==> config.mk <==
export PLATFORM = sky130hd
export DESIGN_NAME = ts_event_capture
export DESIGN_NICKNAME = d
export VERILOG_FILES = /design/src/rtl/ts_cap_pkg.sv /design/src/rtl/ts_slot.sv /design/src/rtl/ts_reg_port.sv /design/src/rtl/ts_event_capture.sv
export SDC_FILE = /design/constraint.sdc
export NUM_CORES = 1
export LEC_CHECK = 0
export CORE_MARGIN = 2
export CORE_UTILIZATION = 50
export CTS_BUF_LIST = sky130_fd_sc_hd__clkbuf_4 sky130_fd_sc_hd__clkbuf_8
export CTS_CLUSTER_SIZE = 25
export DETAILED_ROUTE_END_ITERATION = 10
export DONT_BUFFER_PORTS = 1
export PLACE_DENSITY = 0.73
export SETUP_SLACK_MARGIN = 0.1
export SYNTH_ARGS = -nofsm -noshare
export SYNTH_HDL_FRONTEND = slang
export SYNTH_SLANG_ARGS = --single-unit
==> constraint.sdc <==
create_clock -name clk -period 1.6 [get_ports clk]
set_input_delay 0.16 -clock clk [delete_from_list [all_inputs] [get_ports clk]]
set_output_delay 0.16 -clock clk [all_outputs]
set_load 0.05 [all_outputs]
==> src/rtl/ts_cap_pkg.sv <==
package ts_cap_pkg;

  // Select field (low two address bits) of the register port.
  typedef enum logic [1:0] {
    SEL_CTRL = 2'd0,
    SEL_LO   = 2'd1,
    SEL_HI   = 2'd2,
    SEL_NONE = 2'd3
  } ts_sel_e;

  localparam int CTRL_EN_BIT  = 0;
  localparam int CTRL_VLD_BIT = 1;
  localparam int SEL_W        = 2;

endpackage

==> src/rtl/ts_slot.sv <==
// One capture slot: enable flag, full flag and stored stamp.
module ts_slot #(
  parameter int TIME_W = 64
) (
  input  logic              clk,
  input  logic              rst,
  input  logic              evt_i,
  input  logic              en_wr_i,
  input  logic              en_val_i,
  input  logic              release_i,
  input  logic [TIME_W-1:0] time_i,
  output logic              en_o,
  output logic              valid_o,
  output logic [TIME_W-1:0] stamp_o
);

  logic              en_q;
  logic              valid_q;
  logic [TIME_W-1:0] stamp_q;
  logic              slot_free;
  logic              take;

  // A release in the same cycle frees the slot before the event is judged.
  assign slot_free = !valid_q || release_i;
  assign take      = evt_i && en_q && slot_free;

  always_ff @(posedge clk) begin
    if (rst) begin
      en_q    <= 1'b0;
      valid_q <= 1'b0;
      stamp_q <= '0;
    end else begin
      if (en_wr_i) begin
        en_q <= en_val_i;
      end
      if (take) begin
        stamp_q <= time_i;
        valid_q <= 1'b1;
      end else if (release_i) begin
        valid_q <= 1'b0;
      end
    end
  end

  assign en_o    = en_q;
  assign valid_o = valid_q;
  assign stamp_o = stamp_q;

endmodule

==> src/rtl/ts_reg_port.sv <==
// Address decode, registered read mux, release and enable-write pulses.
module ts_reg_port
  import ts_cap_pkg::*;
#(
  parameter int NUM_DIR = 2,
  parameter int WORD_W  = 32,
  parameter int ADDR_W  = 3
) (
  input  logic                              clk,
  input  logic                              rst,
  input  logic                              wr_en,
  input  logic [ADDR_W-1:0]                 wr_addr,
  input  logic [WORD_W-1:0]                 wr_data,
  input  logic                              rd_en,
  input  logic [ADDR_W-1:0]                 rd_addr,
  input  logic [NUM_DIR-1:0]                en_i,
  input  logic [NUM_DIR-1:0]                valid_i,
  input  logic [NUM_DIR-1:0][2*WORD_W-1:0]  stamp_i,
  output logic [WORD_W-1:0]                 rd_data,
  output logic [NUM_DIR-1:0]                release_o,
  output logic [NUM_DIR-1:0]                en_wr_o,
  output logic                              en_val_o
);

  localparam int DIR_W = ADDR_W - SEL_W;

  ts_sel_e              rd_sel;
  ts_sel_e              wr_sel;
  logic [DIR_W-1:0]     rd_dir;
  logic [DIR_W-1:0]     wr_dir;
  logic [WORD_W-1:0]    rd_mux;
  logic [WORD_W-1:0]    rd_q;

  assign rd_sel = ts_sel_e'(rd_addr[SEL_W-1:0]);
  assign wr_sel = ts_sel_e'(wr_addr[SEL_W-1:0]);
  assign rd_dir = rd_addr[ADDR_W-1:SEL_W];
  assign wr_dir = wr_addr[ADDR_W-1:SEL_W];
  assign en_val_o = wr_data[CTRL_EN_BIT];

  for (genvar g = 0; g < NUM_DIR; g++) begin : g_dir
    assign release_o[g] = rd_en && (rd_dir == DIR_W'(g)) && (rd_sel == SEL_HI);
    assign en_wr_o[g]   = wr_en && (wr_dir == DIR_W'(g)) && (wr_sel == SEL_CTRL);
  end

  always_comb begin
    rd_mux = '0;
    for (int i = 0; i < NUM_DIR; i++) begin
      if (rd_dir == DIR_W'(i)) begin
        unique case (rd_sel)
          SEL_CTRL: begin
            rd_mux[CTRL_EN_BIT]  = en_i[i];
            rd_mux[CTRL_VLD_BIT] = valid_i[i];
          end
          SEL_LO:   rd_mux = stamp_i[i][WORD_W-1:0];
          SEL_HI:   rd_mux = stamp_i[i][2*WORD_W-1:WORD_W];
          SEL_NONE: rd_mux = '0;
        endcase
      end
    end
  end

  always_ff @(posedge clk) begin
    if (rst) begin
      rd_q <= '0;
    end else if (rd_en) begin
      rd_q <= rd_mux;
    end
  end

  assign rd_data = rd_q;

endmodule

==> src/rtl/ts_event_capture.sv <==
// Per-direction single-slot timestamp capture with register read port.
module ts_event_capture #(
  parameter int WORD_W  = 32,
  parameter int NUM_DIR = 2
) (
  input  logic                           clk,
  input  logic                           rst,
  input  logic [2*WORD_W-1:0]            time_now,
  input  logic [NUM_DIR-1:0]             evt_strobe,
  input  logic                           wr_en,
  input  logic [$clog2(NUM_DIR)+1:0]     wr_addr,
  input  logic [WORD_W-1:0]              wr_data,
  input  logic                           rd_en,
  input  logic [$clog2(NUM_DIR)+1:0]     rd_addr,
  output logic [WORD_W-1:0]              rd_data
);

  localparam int TIME_W = 2 * WORD_W;
  localparam int ADDR_W = $clog2(NUM_DIR) + 2;

  logic [NUM_DIR-1:0]             slot_en;
  logic [NUM_DIR-1:0]             slot_valid;
  logic [NUM_DIR-1:0]             slot_rel;
  logic [NUM_DIR-1:0]             slot_en_wr;
  logic                           slot_en_val;
  logic [NUM_DIR-1:0][TIME_W-1:0] slot_stamp;

  ts_reg_port #(
    .NUM_DIR (NUM_DIR),
    .WORD_W  (WORD_W),
    .ADDR_W  (ADDR_W)
  ) i_port (
    .clk       (clk),
    .rst       (rst),
    .wr_en     (wr_en),
    .wr_addr   (wr_addr),
    .wr_data   (wr_data),
    .rd_en     (rd_en),
    .rd_addr   (rd_addr),
    .en_i      (slot_en),
    .valid_i   (slot_valid),
    .stamp_i   (slot_stamp),
    .rd_data   (rd_data),
    .release_o (slot_rel),
    .en_wr_o   (slot_en_wr),
    .en_val_o  (slot_en_val)
  );

  for (genvar g = 0; g < NUM_DIR; g++) begin : g_slot
    ts_slot #(
      .TIME_W (TIME_W)
    ) i_slot (
      .clk       (clk),
      .rst       (rst),
      .evt_i     (evt_strobe[g]),
      .en_wr_i   (slot_en_wr[g]),
      .en_val_i  (slot_en_val),
      .release_i (slot_rel[g]),
      .time_i    (time_now),
      .en_o      (slot_en[g]),
      .valid_o   (slot_valid[g]),
      .stamp_o   (slot_stamp[g])
    );
  end

endmodule

==> flow_summary.yaml, run 1 <==
floorplanning:
  io_pins: 140
  num_rows: 44
  die_width_um: 126
  start_util: 0.512
  die_y_um: 126
synthesis:
  syn-cell-area_mm2: 0.00748
  synth.avg_cell_area_um2: 10.1
  seq_area_frac_synth: 0.439
  ys_ff_latch: 164
  netlist_instances: 740
  yosysWarnings: 0
  ys_types: 28
  synth_nets: 852
run_status:
  lastStage: "clock tree synthesis"
  error: "[ERROR RSZ-0060] Max buffer count reached."
  outcome: "stopped before the end"
clock_network:
  ctsResizeCount: 0
  clock_path_buffers: 2
  root_buffer: "clkbuf_8"
  cts_setup_buffers: 0
  postCtsHoldBufs: 185
  cts_max_level: 4
  cts_buffers: 17
  clock_sinks: 164
placed_design:
  dp_hpwl_um: 11100
  gp_congestion: 0.744
  place_inst: 889
  io_buffers: 0
  post-place-ws_ns: 0.0820
-- synth_stat cells --
cell	count	area [µm²]
a21o_1	2	15.0
a21oi_1	3	15.0
a21oi_4	1	16.3
a221o_1	4	40.0
a22oi_1	60	450
a31oi_1	2	12.5
buf_1	1	3.75
buf_2	19	95.1
buf_4	3	22.5
buf_6	6	67.6
buf_8	3	45.0
clkbuf_1	34	128
dfxtp_1	164	3280
ha_1	4	50.1
inv_1	3	11.3
mux2i_1	130	1300
nand2_1	4	15.0
nand2b_1	196	1230
nand3_1	1	5.00
nand3b_1	1	7.51
nor2_1	32	120
nor2b_1	1	6.26
nor3_1	30	150
nor4b_1	1	8.76
nor4bb_1	1	10.0
o2111ai_1	2	17.5
o211ai_1	2	15.0
o221a_2	30	338
-- per-stage QoR --
step                      area, µm²  hold WS (ns)
after floorplan                7480         0.307
after global placement         7740         0.246
after detailed placement       7740         0.248
-- logic make-up after synthesis --
logic type               synth area share
AND/OR/NAND/NOR                     0.207
AO/OA/AOI/OAI                       0.123
flip-flops                          0.439
adder cells (fa/ha/maj)           0.00669
multiplexers                        0.174
buffers and inverters              0.0499
==> inputs of run 2 (changes only) <==
--- a/config.mk
+++ b/config.mk
@@ -6,13 +6,10 @@
 export NUM_CORES = 1
 export LEC_CHECK = 0
 export CORE_MARGIN = 2
-export CORE_UTILIZATION = 50
-export CTS_BUF_LIST = sky130_fd_sc_hd__clkbuf_4 sky130_fd_sc_hd__clkbuf_8
-export CTS_CLUSTER_SIZE = 25
+export CORE_UTILIZATION = 35
 export DETAILED_ROUTE_END_ITERATION = 10
 export DONT_BUFFER_PORTS = 1
-export PLACE_DENSITY = 0.73
-export SETUP_SLACK_MARGIN = 0.1
+export PLACE_DENSITY_LB_ADDON = 0.15
 export SYNTH_ARGS = -nofsm -noshare
 export SYNTH_HDL_FRONTEND = slang
 export SYNTH_SLANG_ARGS = --single-unit
==> run 2 against run 1 <==
The flow now finishes without violations; synthesized cell count unchanged; area after synthesis is the same.
==> flow_summary.yaml, run 2 <==
synthesis:
  syn-cell-area_mm2: 0.00748
  synth-async-reset-ratio: 0
  synth_edf_count: 0
  seq_area_frac_synth: 0.439
  netlist_instances: 740
  yosysWarnings: 0
  synth_top_area_cell: "dfxtp_1"
  ys_types: 28
  ys_ff_latch: 164
  synth.avg_cell_area_um2: 10.1
  ys_top_cells_by_count: "196 x nand2b_1, 164 x dfxtp_1, 130 x mux2i_1"
  synthFlopType: "dfxtp_1"
  synth.area.top_cells: "dfxtp_1 44%, mux2i_1 17%, nand2b_1 16%"
  synth_nets: 852
  yosysMostFrequentCell: "nand2b_1"
  netlist.area_leader.share: 0.439
worst_setup_path:
  start_kind: "flip-flop"
  cp_max_fo: 2
  required_ns: 1.91
  cp_data_arrival_time_ns: 1.84
  critical_path_class: "reg2reg"
  endpoint_kind: "flip-flop"
clock_network:
  cts_max_level: 4
  path_clk_slew_ns: 0.07
  cts_tree: "built"
  clock_latency_ns: 0.43
  cts_setup_buffers: 0
  clock_sinks: 164
  clock_path_buffers: 2
  root_buffer: "clkbuf_16"
  cts_buffers: 17
layout:
  design_area_mm2: 0.0102
  layout-drive-gt1-share: 0.121
  syn_to_final_growth_pct: 36.1
  mostFrequentLayoutCells: "194 x nand2b_1, 163 x dlygate4sd3_1, 162 x dfxtp_1"
  largest_reg_flops: 128
  layout_commonest_cell: "nand2b_1"
  num-nets-final: 1002
  antenna_cells: 0
placed_design:
  dpl-instance-area_mm2: 0.00788
  gp_congestion: 0.740
  dp_hpwl_um: 11700
  io_buffers: 0
  post-place-ws_ns: 0.0963
timing:
  worst_slack_ns: 0.0748
  tns_ns: 0
  layout_min_cycle_time_ns: 1.53
  finClkSkew_ns: 0.00929
  rsz0062_at_grt: "no"
  post-route-period-util: 0.953
  slew_headroom: 0.577
  slew_violations: 0
  fmax_ghz: 0.656
  finalSetupViolations: 0
  tightest_slew_ns: 0.632
  report.final.hold_viol_count: 0
power:
  p_per_area_mw_per_mm2: 929
  ir_drop_uv: 606
  p_leak_nw: 3.83
routing:
  firstDrtPassIters: 5
  avgViaCountPerCell: 5.13
  ant_nets: 0
  vias: 6038
  wire_per_inst_um: 18.5
  drc: 0
  routed_wirelength_um: 21800
  dr.first_iter.drc_count: 311
global_route:
  antenna_found_initial: 0
  grt_pass1_wl_um: 34400
  grt_usage: 0.199
  grt-ovfl-total: 0
  grt_pass1_vias: 6380
  grt_max_degree: 113
floorplanning:
  start_util: 0.356
  io_pins: 140
  die_y_um: 150
  die_width_um: 150
  num_rows: 53
  die_area_mm2: 0.0225
  core_mm2: 0.0210
job:
  maxCapViolations: 0
worst_hold_path:
  hold_path_class: "in2reg"
run_status:
  outcome: "completed"
run 2: cells by family after synthesis:
family,Yosys count,synth area share
AND/OR/NAND/NOR,267,0.207
flip-flops,164,0.439
multiplexers,130,0.174
AO/OA/AOI/OAI,106,0.123
buffers and inverters,69,0.0499
adder cells (fa/ha/maj),4,0.00669
run 2: power breakdown:
part           switching, mW  internal [mW]
Clock                   1.73           2.54
Combinational          0.422          0.492
Sequential             0.118           4.15
Total                   2.27           7.18
run 2: cell type report:
cell class / count / area (µm²)
Fill cell: 1940 / 10800
Multi-Input combinational cell: 507 / 3860
Sequential cell: 164 / 3290
Timing Repair Buffer: 197 / 2060
Clock buffer: 20 / 457
Tap cell: 275 / 344
Clock inverter: 12 / 154
Inverter: 3 / 11.3
run 2: repair_timing:
action	CTS	global route
hold buffers	164	0
setup endpoints to repair	0	7
resized for setup	0	6
endpoints found under the hold margin	164	0
run 2: worst paths after layout:
check / from / slack [ns] / endpoint / cells past startpoint
setup / recovery: g_slot[1].i_slot.stamp_o[32] / 0.07 / i_port.rd_data[0] / 4
hold / removal: rst / 0.02 / g_slot[0].i_slot.stamp_o[32] / 2
setup reg to reg: g_slot[1].i_slot.stamp_o[32] / 0.07 / i_port.rd_data[0] / 4
hold reg to reg: g_slot[0].i_slot.stamp_o[22] / 0.47 / g_slot[0].i_slot.stamp_o[22] / 2
run 2: stage by stage:
stage	std cells	hold slack [ns]	utilization	total power [mW]
after global placement	982	0.252	0.375	4.96
after detailed placement	982	0.253	0.375	4.97
final	1178	0.0181	0.484	9.45
after floorplan	740	0.307	-	4.84
after CTS	1178	0.000331	0.483	9.55
after global routing	1178	0.00950	0.484	9.79
run 2: critical path, stage by stage, from the launching register on:
cell	delay, ns
dfxtp_1	0.32
a221o_1	0.32
o2111ai_1	0.10
a31oi_1	0.11
dlygate4sd3_1	0.56
run 2: per-layer routing:
layer | GRT usage | vias up | part of all wire | wire [µm]
met5 | 0 | - | 0 | 0
met4 | 0.0561 | 0 | 0.012 | 252
met3 | 0.0394 | 19 | 0.040 | 862
met2 | 0.346 | 130 | 0.49 | 10800
met1 | 0.250 | 2983 | 0.45 | 9890
li1 | - | 2906 | - | -
Power figures use the tool's default switching activity.
==> inputs of run 3 (changes only) <==
--- a/config.mk
+++ b/config.mk
@@ -5,6 +5,8 @@
 export SDC_FILE = /design/constraint.sdc
 export NUM_CORES = 1
 export LEC_CHECK = 0
+export CELL_PAD_IN_SITES_DETAIL_PLACEMENT = 0
+export CELL_PAD_IN_SITES_GLOBAL_PLACEMENT = 1
 export CORE_MARGIN = 2
 export CORE_UTILIZATION = 35
 export DETAILED_ROUTE_END_ITERATION = 10
==> run 3 against run 2 <==
Sequential share of layout area is essentially flat; critical path depth is the same; via count grew 0.18%; global-route usage grew 0.31 points; clock-buffer cell count shrank 1; register-to-register slack is essentially flat; die area is the same; maximum frequency grew 0.87%; hold slack gained 0.017 ns; cell count grew 0.76%.
==> flow_summary.yaml, run 3 (synthesis results as in run 2) <==
run_status:
  outcome: "completed"
power:
  intPower_mw: 6.69
  seqPwrFrac: 0.474
  clkPwrFrac: 0.425
  p_leak_nw: 3.82
  p_comb_frac: 0.102
  ir_drop_uv: 643
  p_per_area_mw_per_mm2: 885
  switching_share: 0.256
  power.switching_mw: 2.30
timing:
  finalSetupViolations: 0
  slew_headroom: 0.639
  tns_ns: 0
  finClkSkew_ns: 0.0147
  report.final.hold_viol_count: 0
  rsz0062_at_grt: "no"
  tightest_slew_ns: 0.541
  fmax_ghz: 0.661
  slew_violations: 0
  post-route-period-util: 0.945
  layout_min_cycle_time_ns: 1.51
floorplanning:
  start_util: 0.356
  die_width_um: 150
  core_mm2: 0.0210
  io_pins: 140
  die_y_um: 150
  die_area_mm2: 0.0225
  num_rows: 53
worst_setup_path:
  reg2reg_slack_ns: 0.09
  r2r_end: "i_port.rd_data[12]"
  cp_cell_sequence: "a22oi_1, o221a_2, nor3_1, dlygate4sd3_1"
  endpoint_kind: "flip-flop"
  crit_path_top_delay_cell: "dlygate4sd3_1"
  start_kind: "flip-flop"
  cp_max_fo: 2
  required_ns: 1.97
  timing.rr.start: "g_slot[0].i_slot.stamp_o[44]"
  rr_worst_depth: 4
  cp_data_arrival_time_ns: 1.88
  max_stage_delay_ns: 0.57
  critical_path_class: "reg2reg"
layout:
  mostFrequentLayoutCells: "194 x nand2b_1, 170 x dlygate4sd3_1, 164 x dfxtp_1"
  syn_to_final_growth_pct: 35.9
  layout-drive-gt1-share: 0.120
  multi_input_area_mm2: 0.00387
  num-nets-final: 1010
  design_area_mm2: 0.0102
  largest_reg_flops: 128
  layout_commonest_cell: "nand2b_1"
  fillers: 1976
  regArea_mm2: 0.00328
routing:
  firstDrtPassIters: 4
  wire_per_inst_um: 18.4
  avgViaCountPerCell: 5.10
  vias: 6049
  ant_nets: 0
  drc: 0
  routed_wirelength_um: 21900
  dr.first_iter.drc_count: 212
worst_hold_path:
  min_delay_worst_endpoint: "g_slot[1].i_slot.stamp_o[36]"
  hp-start: "rst"
  hold_path_class: "in2reg"
  min_path_cells: 2
global_route:
  antenna_found_initial: 1
  grt_usage: 0.202
  grt_pass1_vias: 6580
  grt_pass1_wl_um: 35300
  grt_max_degree: 116
  grt-ovfl-total: 0
clock_network:
  path_clk_slew_ns: 0.07
  clock_sinks: 164
  cts_setup_buffers: 0
  root_buffer: "clkbuf_16"
  clock_path_buffers: 2
  cts_max_level: 4
  cts_tree: "built"
  clock_latency_ns: 0.42
  cts_buffers: 17
placed_design:
  dpl-instance-area_mm2: 0.00785
  dp_hpwl_um: 12000
  io_buffers: 0
  gp_congestion: 0.718
job:
  maxCapViolations: 0
-- run 3: cell types whose count changed in the layout (fill, tap and decap cells not counted), sizes merged --
| cell | change |
|---|---|
| clkbuf | -1 |
| dlygate4sd3 | +7 |
| diode | +1 |
| clkinvlp | -2 |
| clkinv | +3 |
| inv | +3 |
| bufinv | -3 |
| buf | +1 |
-- run 3: how the worst max path moves through the flow --
stage / depth (start not counted) / start / slack, ns / to
2_1_floorplan: 6 / rd_addr[0] / 0.24 / g_slot[0].i_slot.stamp_o[10]
3_3_place_gp: 6 / rd_addr[0] / 0.17 / i_port.rd_data[14]
3_5_place_dp: 6 / rd_addr[0] / 0.12 / g_slot[1].i_slot.stamp_o[48]
4_1_cts: 7 / rd_addr[0] / 0.05 / i_port.rd_data[12]
5_1_grt: 3 / i_port.rd_data[24] / 0.01 / i_port.rd_data[24]
6_report: 4 / g_slot[0].i_slot.stamp_o[44] / 0.09 / i_port.rd_data[12]
-- run 3: metrics by stage --
| step | hold slack, ns | total power, mW | cells | util | worst slack [ns] |
|---|---|---|---|---|---|
| final | 0.0351 | 8.99 | 1187 | 0.483 | 0.0880 |
| after global routing | 0.0179 | 9.37 | 1187 | 0.483 | 0.0110 |
| after CTS | 0.00429 | 9.11 | 1186 | 0.482 | 0.0482 |
| after detailed placement | 0.253 | 4.96 | 983 | 0.374 | 0.125 |
| after global placement | 0.246 | 4.95 | 983 | 0.374 | 0.166 |
| after floorplan | 0.307 | 4.84 | 740 | - | 0.239 |
-- run 3: final cells by class --
| class | count | area share |
|---|---|---|
| Clock inverter | 13 | 0.00998 |
| Clock buffer | 19 | 0.0436 |
| Tap cell | 275 | 0.0339 |
| Sequential cell | 164 | 0.323 |
| Antenna cell | 1 | 0.000246 |
| Timing Repair Buffer | 205 | 0.208 |
| Multi-Input combinational cell | 507 | 0.381 |
| Inverter | 3 | 0.00111 |
-- run 3: critical path: cells and delay by family (launching register included) --
family	cells	cell delay (ns)
buf+inv	1	0.57
compound gates	2	0.39
flops	1	0.34
simple gates	1	0.16
-- run 3: power by group through the flow --
stage	Clock (mW)	Sequential [mW]	Combinational, mW
floorplan	0	4.40	0.440
global placement	0	4.35	0.603
detailed placement	0	4.35	0.611
CTS	3.94	4.26	0.915
global route	4.12	4.26	0.986
finish	3.82	4.26	0.915
-- run 3: what timing repair did --
item,CTS,global route
hold buffers,171,0
endpoints found under the hold margin,164,0
setup endpoints to repair,0,19
resized for setup,0,7
-- run 3: metal layers --
| layer | share of wire | vias to the layer above | GRT usage |
|---|---|---|---|
| met1 | 0.44 | 2996 | 0.243 |
| met2 | 0.51 | 121 | 0.363 |
| met3 | 0.040 | 13 | 0.0452 |
| li1 | - | 2919 | - |
| met5 | 0 | - | 0 |
| met4 | 0.0065 | 0 | 0.0519 |
